==> config.mk <==
export PLATFORM = sky130hd
export DESIGN_NAME = eeprom_i2c_target
export DESIGN_NICKNAME = d
export VERILOG_FILES = /design/src/rtl/eep_pkg.sv /design/src/rtl/eep_line_sync.sv /design/src/rtl/eep_store.sv /design/src/rtl/eep_prog_timer.sv /design/src/rtl/eeprom_i2c_target.sv
export SDC_FILE = /design/constraint.sdc
export NUM_CORES = 2
export LEC_CHECK = 0
export ABC_CLOCK_PERIOD_IN_PS = 2700
export BUFFER_PORTS_ARGS = -buffer_cell sky130_fd_sc_hd__buf_2
export CORE_ASPECT_RATIO = 0.75
export CORE_UTILIZATION = 35
export DETAILED_ROUTE_END_ITERATION = 10
export PLACE_DENSITY = 0.56
export SYNTH_ARGS = -nofsm -noshare
export SYNTH_HDL_FRONTEND = slang
export SYNTH_SLANG_ARGS = --single-unit
==> constraint.sdc <==
create_clock -name clk -period 2.7 [get_ports clk]
set_input_delay 0.135 -clock clk [delete_from_list [all_inputs] [get_ports clk]]
set_output_delay 0.135 -clock clk [all_outputs]
set_load 0.05 [all_outputs]
==> src/rtl/eep_pkg.sv <==
`timescale 1ns/1ps
package eep_pkg;
  localparam int AW        = 8;
  localparam int PAGE_BITS = 4;
  localparam int DEPTH     = 1 << AW;
  localparam int PAGE      = 1 << PAGE_BITS;

  typedef logic [AW-1:0]        addr_t;
  typedef logic [7:0]           byte_t;
  typedef logic [PAGE_BITS-1:0] idx_t;
  typedef logic [AW-PAGE_BITS-1:0] page_t;

  typedef enum logic [2:0] {
    S_IDLE, S_DEV, S_WADR, S_WDAT, S_ACK, S_RDAT, S_RACK, S_WAIT
  } bus_st_e;

  typedef enum logic [1:0] {NX_WADR, NX_WDAT, NX_RDAT, NX_WAIT} next_e;

  // contents the array holds straight after reset
  function automatic byte_t fill_value(addr_t a);
    return byte_t'(a) ^ 8'h5A;
  endfunction

  // write pointer step: only the in-page bits advance
  function automatic addr_t page_next(addr_t a);
    addr_t m;
    m = addr_t'(PAGE - 1);
    return (a & ~m) | ((a + addr_t'(1)) & m);
  endfunction

  // read pointer step: full-width increment with wrap
  function automatic addr_t seq_next(addr_t a);
    return a + addr_t'(1);
  endfunction
endpackage

==> src/rtl/eep_line_sync.sv <==
`timescale 1ns/1ps
module eep_line_sync #(
  parameter int STAGES = 2
) (
  input  logic clk,
  input  logic rst_n,
  input  logic scl_in,
  input  logic sda_in,
  output logic scl_q,
  output logic sda_q,
  output logic scl_rise,
  output logic scl_fall,
  output logic start_ev,
  output logic stop_ev
);
  logic [STAGES-1:0] scl_sh, sda_sh;
  logic scl_p, sda_p;

  always_ff @(posedge clk or negedge rst_n) begin
    if (!rst_n) begin
      scl_sh <= '1;
      sda_sh <= '1;
      scl_p  <= 1'b1;
      sda_p  <= 1'b1;
    end else begin
      scl_sh <= {scl_sh[STAGES-2:0], scl_in};
      sda_sh <= {sda_sh[STAGES-2:0], sda_in};
      scl_p  <= scl_sh[STAGES-1];
      sda_p  <= sda_sh[STAGES-1];
    end
  end

  assign scl_q    = scl_sh[STAGES-1];
  assign sda_q    = sda_sh[STAGES-1];
  assign scl_rise = scl_q & ~scl_p;
  assign scl_fall = ~scl_q & scl_p;
  assign start_ev = scl_q & scl_p & sda_p & ~sda_q;
  assign stop_ev  = scl_q & scl_p & ~sda_p & sda_q;
endmodule

==> src/rtl/eep_store.sv <==
`timescale 1ns/1ps
module eep_store
  import eep_pkg::*;
(
  input  logic  clk,
  input  logic  rst_n,
  input  logic  buf_clr,
  input  logic  buf_we,
  input  idx_t  buf_idx,
  input  byte_t buf_data,
  input  logic  commit,
  input  page_t page_sel,
  input  addr_t rd_addr,
  output byte_t rd_data
);
  byte_t mem  [DEPTH];
  byte_t pbuf [PAGE];
  logic [PAGE-1:0] pvalid;

  always_ff @(posedge clk) begin
    if (buf_we) pbuf[buf_idx] <= buf_data;
  end

  always_ff @(posedge clk or negedge rst_n) begin
    if (!rst_n) begin
      for (int i = 0; i < DEPTH; i++) mem[i] <= fill_value(addr_t'(i));
      pvalid <= '0;
    end else begin
      if (buf_clr) pvalid <= '0;
      else if (buf_we) pvalid[buf_idx] <= 1'b1;
      if (commit) begin
        for (int j = 0; j < PAGE; j++) begin
          if (pvalid[j]) mem[{page_sel, idx_t'(j)}] <= pbuf[j];
        end
      end
    end
  end

  assign rd_data = mem[rd_addr];
endmodule

==> src/rtl/eep_prog_timer.sv <==
`timescale 1ns/1ps
module eep_prog_timer #(
  parameter int CYCLES = 625000
) (
  input  logic clk,
  input  logic rst_n,
  input  logic load,
  output logic busy
);
  localparam int CW = $clog2(CYCLES + 1);
  logic [CW-1:0] left;

  always_ff @(posedge clk or negedge rst_n) begin
    if (!rst_n)           left <= '0;
    else if (load)        left <= CW'(CYCLES);
    else if (left != '0)  left <= left - 1'b1;
  end

  assign busy = (left != '0);
endmodule

==> src/rtl/eeprom_i2c_target.sv <==
`timescale 1ns/1ps
module eeprom_i2c_target
  import eep_pkg::*;
#(
  parameter logic [3:0] DEV_ID      = 4'b1010,
  parameter int         PROG_CYCLES = 625000,
  parameter int         SYNC_STAGES = 2
) (
  input  logic clk,
  input  logic rst_n,
  input  logic scl,
  input  logic sda,
  output logic sda_oe,
  input  logic wp,
  input  logic sys_reset
);
  // named internal events
  logic scl_q, sda_q, scl_rise, scl_fall, start_ev, stop_ev;
  logic busy, commit, buf_clr, buf_we, byte_done, take;
  byte_t rd_data, byte_in;

  bus_st_e    st;
  next_e      nx, nx_d;
  logic [3:0] cnt;
  logic [6:0] shreg;
  logic       ack_go, ack_hold, oe, pending;
  addr_t      ptr;
  byte_t      tx;

  eep_line_sync #(.STAGES(SYNC_STAGES)) u_sync (
    .clk(clk), .rst_n(rst_n), .scl_in(scl), .sda_in(sda),
    .scl_q(scl_q), .sda_q(sda_q), .scl_rise(scl_rise), .scl_fall(scl_fall),
    .start_ev(start_ev), .stop_ev(stop_ev)
  );

  eep_prog_timer #(.CYCLES(PROG_CYCLES)) u_timer (
    .clk(clk), .rst_n(rst_n), .load(commit), .busy(busy)
  );

  eep_store u_store (
    .clk(clk), .rst_n(rst_n), .buf_clr(buf_clr), .buf_we(buf_we),
    .buf_idx(ptr[PAGE_BITS-1:0]), .buf_data(byte_in), .commit(commit),
    .page_sel(ptr[AW-1:PAGE_BITS]), .rd_addr(ptr), .rd_data(rd_data)
  );

  assign byte_in   = {shreg, sda_q};
  assign byte_done = (st == S_DEV || st == S_WADR || st == S_WDAT) && scl_rise && (cnt == 4'd7);
  assign buf_we    = byte_done && (st == S_WDAT) && !wp && !sys_reset && !start_ev && !stop_ev;
  assign buf_clr   = start_ev && !sys_reset;
  assign commit    = stop_ev && pending && !sys_reset;
  assign sda_oe    = oe;

  // acknowledge decision for a completed byte
  always_comb begin
    take = 1'b0;
    nx_d = NX_WAIT;
    case (st)
      S_DEV: begin
        take = (byte_in[7:4] == DEV_ID) && !busy;
        nx_d = !take ? NX_WAIT : (byte_in[0] ? NX_RDAT : NX_WADR);
      end
      S_WADR: begin take = 1'b1; nx_d = NX_WDAT; end
      S_WDAT: begin take = !wp;  nx_d = wp ? NX_WAIT : NX_WDAT; end
      default: ;
    endcase
  end

  always_ff @(posedge clk or negedge rst_n) begin
    if (!rst_n) begin
      st <= S_IDLE; nx <= NX_WAIT; cnt <= '0; shreg <= '0;
      ack_go <= 1'b0; ack_hold <= 1'b0; oe <= 1'b0; pending <= 1'b0;
      ptr <= '0; tx <= '0;
    end else if (sys_reset) begin
      st <= S_IDLE; oe <= 1'b0; pending <= 1'b0; ack_hold <= 1'b0;
    end else if (start_ev) begin
      st <= S_DEV; cnt <= '0; oe <= 1'b0; pending <= 1'b0; ack_hold <= 1'b0;
    end else if (stop_ev) begin
      st <= S_IDLE; oe <= 1'b0; pending <= 1'b0;
    end else begin
      case (st)
        S_DEV, S_WADR, S_WDAT: if (scl_rise) begin
          shreg <= byte_in[6:0];
          cnt   <= cnt + 4'd1;
          if (cnt == 4'd7) begin
            st <= S_ACK; ack_hold <= 1'b0; ack_go <= take; nx <= nx_d;
            if (st == S_WADR) ptr <= byte_in;
            if (buf_we) begin
              ptr <= page_next(ptr);
              pending <= 1'b1;
            end
          end
        end
        S_ACK: if (scl_fall) begin
          if (!ack_hold) begin
            oe <= ack_go; ack_hold <= 1'b1;
          end else begin
            ack_hold <= 1'b0; cnt <= '0;
            case (nx)
              NX_WADR: begin st <= S_WADR; oe <= 1'b0; end
              NX_WDAT: begin st <= S_WDAT; oe <= 1'b0; end
              NX_RDAT: begin
                st <= S_RDAT; tx <= rd_data; oe <= ~rd_data[7]; ptr <= seq_next(ptr);
              end
              default: begin st <= S_WAIT; oe <= 1'b0; end
            endcase
          end
        end
        S_RDAT: begin
          if (scl_rise) cnt <= cnt + 4'd1;
          else if (scl_fall) begin
            if (cnt == 4'd8) begin
              oe <= 1'b0; st <= S_RACK; ack_hold <= 1'b0;
            end else oe <= ~tx[~cnt[2:0]];
          end
        end
        S_RACK: begin
          if (scl_rise && !ack_hold) begin
            ack_hold <= 1'b1; ack_go <= ~sda_q;
          end else if (scl_fall && ack_hold) begin
            ack_hold <= 1'b0; cnt <= '0;
            if (ack_go) begin
              st <= S_RDAT; tx <= rd_data; oe <= ~rd_data[7]; ptr <= seq_next(ptr);
            end else begin
              st <= S_WAIT;
            end
          end
        end
        default: ;
      endcase
    end
  end
endmodule

==> impl_metrics.csv <==
group,metric,value,unit
placement,routabilityCongestion,1.017,
placement,portBuffers,6,
detailed_routing,drt-initial-drc-count,8006,
clock_network,clock-sinks,2254,
detailed_routing,first_pass_iters,5,
critical_path,cpMostUsedCell,"buf_12",
critical_path,slowest_stage,"dfrtp_4",
final_layout,final_util,43.28,%
timing,max_slew.worst_pin.slew,1.486,ns
critical_path,worstSetupEndpointType,"flop",
hold_path,hold_class,"in2async",
placement,hpwl,285.8,mm
floorplanning,die_w,625.7,um
run,max-cap-violations,0,
synth,synth_edf_count,128,
power,p_total,78.18,mW
timing,hold-worst-slack,0.07339,ns
synth,synth-seq-area-share,57.12,%
synth,synth_warnings,0,
power,switchingPower,20.61,mW
critical_path,crit_cells,13,
critical_path,r2r_cells,13,
timing,hold_viol,0,
global_route,grt_pass1_wl,570.1,mm
detailed_routing,drt-vias-per-instance,5.862,
synth,synth_flop_cell,"dfrtp_1",
synth,syn_area_per_cell,15.93,um2
critical_path,cp_num_buf_inv,5,
final_layout,area_growth,22.86,%
global_route,grt_max_degree,147,
final_layout,final_cell_mix,"mux2_2 (2,071), dfrtp_1 (1,089), dfstp_2 (1,032), buf_4 (919), mux4_2 (503)",
detailed_routing,num_vias,67756,
clock_network,clkTransAtPathRegs,0.07,ns
timing,fin_setup_tns,-3.896,ns
detailed_routing,detail_route.wl_per_cell,35.83,um
synth,synth_cells,6412,
clock_network,cts_root_buf,"clkbuf_16",
global_route,antenna_found_initial,105,
power,intPower,57.57,mW
clock_network,clkLatencyLatePin,0.91,ns
clock_network,cts_buffers,224,
critical_path,crit_path_max_incr_delay,0.53,ns
global_route,overflow,0,
timing,min_period,3.280,ns
critical_path,critical-path-top-delay-family,"simple AND/OR/NAND/NOR gates",
clock_network,htree_levels,4,
power,p_per_area,623.1,mW/mm2
timing,maxSlewViolCount,0,
final_layout,final_common_cell,"mux2_2",
synth,ys_ff_latch,2254,
power,cellLeakagePower,54.90,nW
timing,max_freq,304.9,MHz
timing,slew_headroom,0.9036,%
placement,place_ws,-0.8079,ns
run_status,violations,"setup timing",
final_layout,fin_area,0.1255,mm2
global_route,grt_pass1_vias,68490,
power,vdd_drop_max,0.8586,mV
timing,finalCritPeriodShare,121.5,%
final_layout,nets,7456,
floorplanning,ios,7,
floorplanning,fp.dieH,469.8,um
power,power_frac_seq,43.9,%
placement,dp_cells,11020,
critical_path,rrSetupSlack,-0.58,ns
clock_network,tritoncts,"done",
timing,finalSetupViolations,9,
critical_path,worstPathCellList,"buf_6 > buf_12 > buf_12 > buf_16 > mux4_2 > mux2i_4 > buf_4 > o22ai_1 > nor2_2 > nor3_1 > or4_4 > o21ai_4 > o31a_1",
synth,async_flop_share,94.32,%
placement,place_area,0.1159,mm2
final_layout,drive_gt1_share,69.17,%
critical_path,startpoint_type,"flop",
global_route,grt_usage,27.84,%
detailed_routing,wirelength,414.2,mm
detailed_routing,drc,0,
critical_path,crit_required,3.48,ns
timing,rsz0062_at_grt,"true",
critical_path,cp_max_fo,6,
clock_network,clockBufferDepth,4,
timing,setup_ws,-0.5798,ns
synth,synth_nets,6425,
floorplanning,die_area,0.2940,mm2
synth,synth_area,0.1021,mm2
power,power.share.combinational,13.9,%
power,pwr-share-clk,42.2,%
detailed_routing,ant_nets,0,
floorplanning,fp-row-count,171,
critical_path,critPathKind,"reg2reg",
run_status,status,"finished, violations left",
synth,yosys.cell_types.count,77,
floorplanning,coreArea,0.2899,mm2
critical_path,crit_arrival,4.06,ns
final_layout,instances_no_fill,11559,
floorplanning,initial_core_util,35.23,%
timing,finClkSkew,0.06894,ns
power,p_sw_share,26.37,%
## power by group through the flow
stage               clock, mW  combinational [mW]  sequential, mW
floorplan                   0                4.06            34.8
global placement            0                9.16            34.9
detailed placement          0                9.21            34.9
CTS                      33.4                10.2            34.3
global route             34.8                11.1            34.3
finish                   33.0                10.8            34.3
## per-layer routing
metal  up-vias  wire length [um]  global-route usage (%)
met3       729             47450                   9.221
met1     36959            175900                   39.78
met5         -               328                       0
li1      26323                 -                       -
met4        18             16120                   9.402
met2      3727            174400                   39.45
## cell families (layout without fill, tap and decap cells)
logic type / after synthesis / in the layout / synth area share, %
simple gates: 630 / 630 / 2.671
mux: 2757 / 2757 / 35.80
flops: 2254 / 2254 / 57.12
other cells: 0 / 36 / 0
xor+xnor: 15 / 15 / 0.1287
compound gates: 346 / 346 / 2.251
fa+ha+maj: 7 / 7 / 0.08576
buf+inv: 403 / 1622 / 1.938
## state kept, by name, summed over array words and instances (netlist names), 3 cells and up
name and flops:
u_store.pvalid 16, cnt 4, u_store.mem 2048, shreg 7, st 3, tx 8, u_timer.left 20, u_store.pbuf 128
ptr 8
## final cells by class
cell class / count / area [um2]
fill: 25762 / 164400
sequential: 2254 / 58350
multi-input combinational: 3755 / 42520
timing repair buffer: 1188 / 11990
clock buffer: 335 / 6601
tap: 3892 / 4870
clock inverter: 79 / 959.7
antenna: 36 / 90.09
inverter: 20 / 82.58
## Yosys cell counts, types with 5 or more instances
cell | n | share of area (%)
nor3_1 | 40 | 0.20
mux4_2 | 499 | 11
o21a_1 | 20 | 0.15
a31oi_1 | 24 | 0.15
mux2_2 | 2071 | 23
clkbuf_1 | 218 | 0.80
o21ai_0 | 52 | 0.25
a221oi_1 | 13 | 0.11
buf_2 | 67 | 0.33
inv_1 | 18 | 0.066
o211ai_1 | 11 | 0.081
xnor2_1 | 6 | 0.051
mux4_1 | 8 | 0.21
edfxtp_1 | 128 | 3.8
buf_6 | 15 | 0.17
nand3_1 | 40 | 0.20
dfrtp_1 | 1094 | 27
dfstp_2 | 1032 | 27
buf_4 | 59 | 0.43
ha_1 | 7 | 0.086
nand4_1 | 5 | 0.031
or3_1 | 10 | 0.061
nor2b_1 | 15 | 0.092
nand2_1 | 386 | 1.4
xor2_1 | 9 | 0.077
nor2_1 | 80 | 0.29
o22ai_1 | 20 | 0.12
a211oi_1 | 6 | 0.044
nor4_1 | 5 | 0.031
nand2b_1 | 14 | 0.086
a22oi_1 | 66 | 0.49
buf_1 | 21 | 0.077
o31ai_1 | 7 | 0.051
a21oi_1 | 78 | 0.38
mux2i_1 | 179 | 1.8
## worst register-to-register path, delay by kind of cell, from the launching register on
kind	cells	cell delay [ns]
DFF	1	0.53
AOI/OAI and AO/OA	3	0.51
buffers and inverters	5	0.75
muxes	2	0.50
and+or+nand+nor	3	0.89
## worst paths after layout
kind | from | to
max in group asynchronous | rst_n | u_store.mem[233]
worst max register to register | ptr[0] | sda_oe
worst min-delay path | rst_n | u_store.mem[1005]
worst min register to register | u_sync.scl_sh[0] | u_sync.scl_sh[1]
worst max-delay path | ptr[0] | sda_oe
min in group clk | u_sync.scl_sh[0] | u_sync.scl_sh[1]
## what timing repair did
item | 4_1_cts | 5_1_grt
gates cloned | 8 | 2
pin swaps | 23 | 41
buffers inserted | 48 | 33
endpoints found under the hold margin | 1419 | 0
setup endpoints to repair | 858 | 397
gates resized for setup | 118 | 113
hold buffers | 8 | 0
(Power assumes the default switching activity.)
